--- config.mk ---
export PLATFORM = sky130hd
export DESIGN_NAME = timer_bank
export DESIGN_NICKNAME = d
export VERILOG_FILES = /design/src/rtl/timer_bank_pkg.sv /design/src/rtl/timer_chan.sv /design/src/rtl/timer_stamp.sv /design/src/rtl/timer_bank.sv
export SDC_FILE = /design/constraint.sdc
export NUM_CORES = 1
export LEC_CHECK = 0
export ABC_CLOCK_PERIOD_IN_PS = 2200
export CAP_MARGIN = 20
export CORE_MARGIN = 3
export CORE_UTILIZATION = 54
export DETAILED_ROUTE_END_ITERATION = 10
export PLACE_DENSITY = 0.79
export SLEW_MARGIN = 20
export SYNTH_ARGS = -nofsm -noshare
export SYNTH_HDL_FRONTEND = slang
export SYNTH_SLANG_ARGS = --single-unit
--- constraint.sdc ---
create_clock -name clk -period 2.2 [get_ports clk]
set_input_delay 0.22 -clock clk [delete_from_list [all_inputs] [get_ports clk]]
set_output_delay 0.22 -clock clk [all_outputs]
set_load 0.02 [all_outputs]
--- src/rtl/timer_bank_pkg.sv ---
package timer_bank_pkg;
  localparam int BUS_W    = 32;
  localparam int ADDR_W   = 8;
  localparam int NUM_CH   = 3;
  localparam int NARROW_W = 16;
  localparam int WIDE_W   = 32;
  localparam int STAMP_W  = 40;
  localparam int STAMP_HI = STAMP_W - BUS_W;

  // control bit positions
  localparam int CB_EN   = 7;
  localparam int CB_PER  = 6;
  localparam int CB_FAST = 3;

  // register slot within a channel, taken from addr[3:2]
  typedef enum logic [1:0] {
    SLOT_LOAD  = 2'd0,
    SLOT_VALUE = 2'd1,
    SLOT_CTRL  = 2'd2,
    SLOT_CLEAR = 2'd3
  } slot_e;

  localparam logic [ADDR_W-1:0] STAMP_LO_OFS = 8'h60;
  localparam logic [ADDR_W-1:0] STAMP_HI_OFS = 8'h64;
  localparam int STAMP_EN_BIT = 8;

  function automatic logic [ADDR_W-1:0] chan_base(input int idx);
    case (idx)
      0:       return 8'h00;
      1:       return 8'h20;
      default: return 8'h80;
    endcase
  endfunction

  function automatic int chan_width(input int idx);
    return (idx == NUM_CH - 1) ? WIDE_W : NARROW_W;
  endfunction

  function automatic logic [BUS_W-1:0] pack_ctrl(input logic en,
                                                  input logic per,
                                                  input logic fast);
    logic [BUS_W-1:0] v;
    v = '0;
    v[CB_EN]   = en;
    v[CB_PER]  = per;
    v[CB_FAST] = fast;
    return v;
  endfunction

  function automatic logic [BUS_W-1:0] pack_stamp_hi(input logic [STAMP_HI-1:0] hi,
                                                      input logic en);
    logic [BUS_W-1:0] v;
    v = '0;
    v[STAMP_HI-1:0]  = hi;
    v[STAMP_EN_BIT]  = en;
    return v;
  endfunction
endpackage

--- src/rtl/timer_chan.sv ---
module timer_chan
  import timer_bank_pkg::*;
#(
  parameter int W = 16
) (
  input  logic         clk,
  input  logic         rst_n,
  input  logic         wr_load,
  input  logic         wr_ctrl,
  input  logic         wr_clear,
  input  logic [W-1:0] load_data,
  input  logic [2:0]   ctrl_data,   // {en, per, fast}
  input  logic         fast_tick,
  input  logic         slow_tick,
  output logic [W-1:0] load_q,
  output logic [W-1:0] cnt_q,
  output logic         en_q,
  output logic         per_q,
  output logic         fast_q,
  output logic         irq_q,
  output logic         adv,
  output logic         uflow
);
  function automatic logic [W-1:0] step_down(input logic [W-1:0] cur,
                                              input logic [W-1:0] rel,
                                              input logic periodic);
    if (cur == '0) return periodic ? rel : '1;
    return cur - 1'b1;
  endfunction

  assign adv   = en_q & (fast_q ? fast_tick : slow_tick);
  assign uflow = adv & (cnt_q == '0);

  always_ff @(posedge clk) begin
    if (!rst_n) begin
      load_q <= '0;
      cnt_q  <= '0;
    end else if (wr_load) begin
      load_q <= load_data;
      cnt_q  <= load_data;
    end else if (adv) begin
      cnt_q  <= step_down(cnt_q, load_q, per_q);
    end
  end

  always_ff @(posedge clk) begin
    if (!rst_n) begin
      en_q   <= 1'b0;
      per_q  <= 1'b0;
      fast_q <= 1'b0;
    end else if (wr_ctrl) begin
      en_q   <= ctrl_data[2];
      per_q  <= ctrl_data[1];
      fast_q <= ctrl_data[0];
    end
  end

  // underflow has priority over a clear in the same cycle
  always_ff @(posedge clk) begin
    if (!rst_n)        irq_q <= 1'b0;
    else if (uflow)    irq_q <= 1'b1;
    else if (wr_clear) irq_q <= 1'b0;
  end
endmodule

--- src/rtl/timer_stamp.sv ---
module timer_stamp
  import timer_bank_pkg::*;
#(
  parameter int W = STAMP_W
) (
  input  logic         clk,
  input  logic         rst_n,
  input  logic         wr_en,
  input  logic         en_data,
  input  logic         tick,
  output logic [W-1:0] cnt_q,
  output logic         en_q,
  output logic         adv
);
  assign adv = en_q & tick;

  always_ff @(posedge clk) begin
    if (!rst_n)     en_q <= 1'b0;
    else if (wr_en) en_q <= en_data;
  end

  always_ff @(posedge clk) begin
    if (!rst_n)   cnt_q <= '0;
    else if (adv) cnt_q <= cnt_q + 1'b1;
  end
endmodule

--- src/rtl/timer_bank.sv ---
module timer_bank
  import timer_bank_pkg::*;
(
  input  logic              clk,
  input  logic              rst_n,
  input  logic              bus_wr,
  input  logic [ADDR_W-1:0] bus_addr,
  input  logic [BUS_W-1:0]  bus_wdata,
  output logic [BUS_W-1:0]  bus_rdata,
  input  logic              fast_tick,
  input  logic              slow_tick,
  input  logic              stamp_tick,
  output logic [NUM_CH-1:0] irq
);
  // named internal events, observed by the bound checker
  logic [NUM_CH-1:0]            ch_adv, ch_uflow, ch_clr, ch_wrl, ch_hit;
  logic [NUM_CH-1:0][BUS_W-1:0] ch_cnt, ch_rd;
  logic [STAMP_W-1:0]           stamp_cnt;
  logic                         stamp_en, stamp_adv;
  logic                         mapped;

  logic        aligned;
  logic [1:0]  slot;
  assign aligned = (bus_addr[1:0] == 2'b00);
  assign slot    = bus_addr[3:2];

  for (genvar i = 0; i < NUM_CH; i++) begin : g_ch
    localparam int CW = chan_width(i);
    localparam logic [ADDR_W-1:0] BASE = chan_base(i);

    logic [CW-1:0] load_q, cnt_q;
    logic en_q, per_q, fast_q;

    assign ch_hit[i] = aligned && (bus_addr[7:4] == BASE[7:4]);
    assign ch_wrl[i] = bus_wr && ch_hit[i] && (slot == SLOT_LOAD);
    assign ch_clr[i] = bus_wr && ch_hit[i] && (slot == SLOT_CLEAR);

    timer_chan #(.W(CW)) u_chan (
      .clk       (clk),
      .rst_n     (rst_n),
      .wr_load   (ch_wrl[i]),
      .wr_ctrl   (bus_wr && ch_hit[i] && (slot == SLOT_CTRL)),
      .wr_clear  (ch_clr[i]),
      .load_data (bus_wdata[CW-1:0]),
      .ctrl_data ({bus_wdata[CB_EN], bus_wdata[CB_PER], bus_wdata[CB_FAST]}),
      .fast_tick (fast_tick),
      .slow_tick (slow_tick),
      .load_q    (load_q),
      .cnt_q     (cnt_q),
      .en_q      (en_q),
      .per_q     (per_q),
      .fast_q    (fast_q),
      .irq_q     (irq[i]),
      .adv       (ch_adv[i]),
      .uflow     (ch_uflow[i])
    );

    assign ch_cnt[i] = BUS_W'(cnt_q);

    always_comb begin
      case (slot_e'(slot))
        SLOT_LOAD:  ch_rd[i] = BUS_W'(load_q);
        SLOT_VALUE: ch_rd[i] = BUS_W'(cnt_q);
        SLOT_CTRL:  ch_rd[i] = pack_ctrl(en_q, per_q, fast_q);
        default:    ch_rd[i] = '0;
      endcase
    end
  end

  timer_stamp #(.W(STAMP_W)) u_stamp (
    .clk     (clk),
    .rst_n   (rst_n),
    .wr_en   (bus_wr && (bus_addr == STAMP_HI_OFS)),
    .en_data (bus_wdata[STAMP_EN_BIT]),
    .tick    (stamp_tick),
    .cnt_q   (stamp_cnt),
    .en_q    (stamp_en),
    .adv     (stamp_adv)
  );

  always_comb begin
    bus_rdata = '0;
    mapped    = 1'b0;
    for (int i = 0; i < NUM_CH; i++) begin
      if (ch_hit[i]) begin
        bus_rdata = ch_rd[i];
        mapped    = 1'b1;
      end
    end
    if (bus_addr == STAMP_LO_OFS) begin
      bus_rdata = stamp_cnt[BUS_W-1:0];
      mapped    = 1'b1;
    end else if (bus_addr == STAMP_HI_OFS) begin
      bus_rdata = pack_stamp_hi(stamp_cnt[STAMP_W-1:BUS_W], stamp_en);
      mapped    = 1'b1;
    end
  end
endmodule

==> reports/metrics.csv <==
stage,metric,value,unit
grt,vias in the first global route,10900,
clock_tree,H-tree levels,4,
hold_path,worst min path class,input port to flop,
sta,post-route setup slack,-0.0281,ns
sta,Peak Freq,449,MHz
grt,gr usage total,35.6,%
sta,final setup TNS,-0.0281,ns
finish,antenna fix cells,0,
sta,unrepaired setup endpoints after global routing,true,
logic_synthesis,post-synthesis cell count,1370,
logic_synthesis,Syn Nets,1423,
route,final wirelength,40.0,mm
route,wire per inst,21.8,um
route,DRT iter0 DRCs,1709,
placed_design,placed insts,1791,
sta,Setup Skew,0.0184,ns
floorplanning,Die Area,21100,um^2
setup_path,CP Class,input port to output port,
clock_tree,CTS Buf Count,17,
logic_synthesis,"Avg Cell Area, Syn",7.64,um^2
sta,max_slew headroom,51.7,%
clock_tree,TritonCTS clock tree,built,
grt,largest net degree at the start of global routing,77,
floorplanning,die width,145,um
route,residual DRC count,0,
route,DRT antenna net count,0,
floorplanning,Starting Density,55.4,%
floorplanning,Rows,50,
clock_tree,clk root buf,clkbuf_16,
route,vias per cell,6.56,
finish,area grow syn2layout,32.1,%
sta,final hold violations,0,
clock_tree,Worst-Skew Late Latency,0.45,ns
logic_synthesis,Post-synth EDFFs,0,
finish,# nets final,1616,
floorplanning,Die Y,145,um
setup_path,CP endpoint kind,output port,
setup_path,worst reg2reg setup slack,0.01,ns
setup_path,Crit path required time,1.98,ns
logic_synthesis,Mapped Area,10500,um^2
finish,final core occ,73.2,%
setup_path,Critical Path Source Type,input port,
status,status,"complete, but fails checks",
sta,fin crit share,101,%
flow_run,maxcap violations,0,
clock_tree,Clock Pin Slew Worst Setup and Hold Paths,0.08,ns
logic_synthesis,asr flop ratio synth,0,%
placed_design,HPWL after DPL,27.5,mm
status,violated checks,negative setup slack,
logic_synthesis,synthesized flop and latch total,181,
pwr,maximum VDD drop,560,uV
setup_path,Worst EP arrival,2.01,ns
finish,layout cell share with drive strength beyond 1,23.5,%
setup_path,CP top delay family,simple AND/OR/NAND/NOR gates,
pwr,power per cell area,514,nW/um^2
finish,final instance area,13800,um^2
route,DR pass1 iterations,8,
finish,final non-filler cell total,1836,
grt,first-pass GRT wire length,60.7,mm
setup_path,CP most frequent cell,buf_6,
logic_synthesis,synth warn,0,
route,Vias,12100,
sta,minimum clock period,2.23,ns
sta,Final Setup Violations,1,
pwr,Leakage Power,5.22,nW
clock_tree,Max clock buf depth,2,
setup_path,CP max-delay cell,or4_4,
setup_path,WP buf/inv,3,
logic_synthesis,"Distinct cells, synth",73,
placed_design,port bufs,80,
sta,Slew Limit Fails,0,
logic_synthesis,"Top FF cell, synth",dfxtp_1,
grt,initial antenna violation count,0,
floorplanning,# IOs,81,
grt,GR Overflow Total,0,
sta,WHS,0.346,ns
clock_tree,clock sinks,181,
setup_path,Max stage delay on crit path,0.61,ns
sta,Slew @ Worst Pin,0.724,ns
setup_path,worst-path cell chain,buf_6 -> or4_4 -> nor3_2 -> buf_4 -> a211oi_4 -> nor4_4 -> a221o_1 -> buf_6,
placed_design,Placed Instance Area,12800,um^2
setup_path,worst-path maximum fanout,4,
logic_synthesis,post-synthesis sequential area ratio,34.6,%
floorplanning,Core Area,18900,um^2
placed_design,Routability Congestion,1.01,
## synthesized netlist by cell type, types with 6 or more instances
library cell    n  area (um^2)
nand2_1       226          848
dfxtp_1       181         3620
a21oi_1       143          716
nor2_1        108          405
o21ai_0        83          415
clkbuf_1       73          274
nand3_1        45          225
xor2_1         39          342
mux2i_1        36          360
nor3_1         31          155
a22oi_1        29          218
xnor2_1        27          236
or3_1          20          125
nand4_1        17          106
o211ai_1       17          128
and3_1         16          100
inv_1          16         60.1
a31oi_1        15         93.8
and2_1         14         87.6
buf_2          14         70.1
a21boi_0       13         97.6
nor4_1         12         75.1
o311ai_0       11         96.3
and4_1         10         87.6
mux2_2         10          113
nand3b_1       10         75.1
o221ai_1       10         87.6
a222oi_1        7         70.1
ha_1            7         87.6
o22ai_1         7         43.8
or2_2           6         37.5
## per-layer routing
layer  vias up  GRT usage, %  wire length [um]
li1       5355             -                 -
met2       901          53.6             17300
met3       195          8.59              5130
met5         -             0                 0
met4         0          16.7              2280
met1      5602          48.1             15300
## cell families after synthesis
group / count (synthesis) / share of synthesized area, %
simple gates: 556 / 25.6
compound gates: 399 / 24.2
flops: 181 / 34.6
buf+inv: 115 / 4.61
xor+xnor: 66 / 5.52
mux: 46 / 4.52
fa+ha+maj: 7 / 0.837
## worst reg2reg max path, cell delays in order (launching register included)
cell and delay (ns):
dfxtp_2 0.32, or4_4 0.53, or4_4 0.47, or2_4 0.31, buf_4 0.15, buf_4 0.12, nand2_1 0.05, nand3_1 0.07
a21oi_1 0.11
## layout make-up
type | instances | area [um^2]
inverters | 17 | 66.3
fillers | 1432 | 5070
clock inverters | 13 | 166
clock buffers | 19 | 433
well taps | 260 | 325
repair buffers | 271 | 2380
multi-input cells | 1075 | 6830
flip-flops and latches | 181 | 3630
## path summary, 6_finish.rpt
| path | startpoint | to | cells after the start |
|---|---|---|---|
| worst max-delay path | bus_addr[6] | bus_rdata[8] | 8 |
| worst min-delay path | bus_wdata[26] | g_ch[2].u_chan.load_q[26] | 3 |
| worst max register to register | g_ch[1].u_chan.cnt_q[8] | g_ch[1].u_chan.cnt_q[1] | 8 |
| worst min register to register | g_ch[1].u_chan.load_q[8] | g_ch[1].u_chan.load_q[8] | 2 |
## cells in the final DEF, fill, tap and decap left out, types with 11 or more instances in the layout
master	n
a21boi_0	12
a21oi_1	132
a21oi_2	11
a22oi_1	27
a31oi_1	15
and2_1	14
and3_1	11
buf_12	15
buf_2	16
buf_4	181
buf_6	13
clkbuf_16	18
clkdlybuf4s50_1	40
dfxtp_1	179
inv_1	16
mux2i_1	36
nand2_1	223
nand3_1	41
nand4_1	17
nor2_1	105
nor3_1	26
o211ai_1	17
o21ai_0	67
o21ai_1	11
or3_1	20
xnor2_1	27
xor2_1	39
## flip-flops by register name, indices dropped and copies added (netlist names)
name                flops
g_ch.u_chan.en_q        3
u_stamp.cnt_q          40
g_ch.u_chan.cnt_q      64
g_ch.u_chan.load_q     64
g_ch.u_chan.irq_q       3
g_ch.u_chan.per_q       3
g_ch.u_chan.fast_q      3
u_stamp.en_q            1
## metrics by stage
| step | setup slack (ns) | total power, mW |
|---|---|---|
| after floorplan | -0.00316 | 3.64 |
| after global placement | -0.861 | 3.93 |
| after detailed placement | -0.928 | 3.94 |
| after CTS | -0.00203 | 7.06 |
| after global routing | -0.0767 | 7.28 |
| final | -0.0281 | 7.11 |
## what timing repair did
action	4_1_cts	5_1_grt
setup buffers	4	6
pin swaps	14	20
hold buffers	0	0
gates resized for setup	202	74
cloned	2	3
endpoints found under the setup margin	36	68
## where the power goes
| part | switching, mW | leakage, nW | internal, mW |
|---|---|---|---|
| registers | 0.00681 | 1.46 | 3.28 |
| logic | 0.373 | 3.47 | 0.272 |
| clock network | 1.46 | 0.292 | 1.72 |
| total | 1.84 | 5.22 | 5.27 |
No activity file was read; power rests on OpenSTA's default activity.
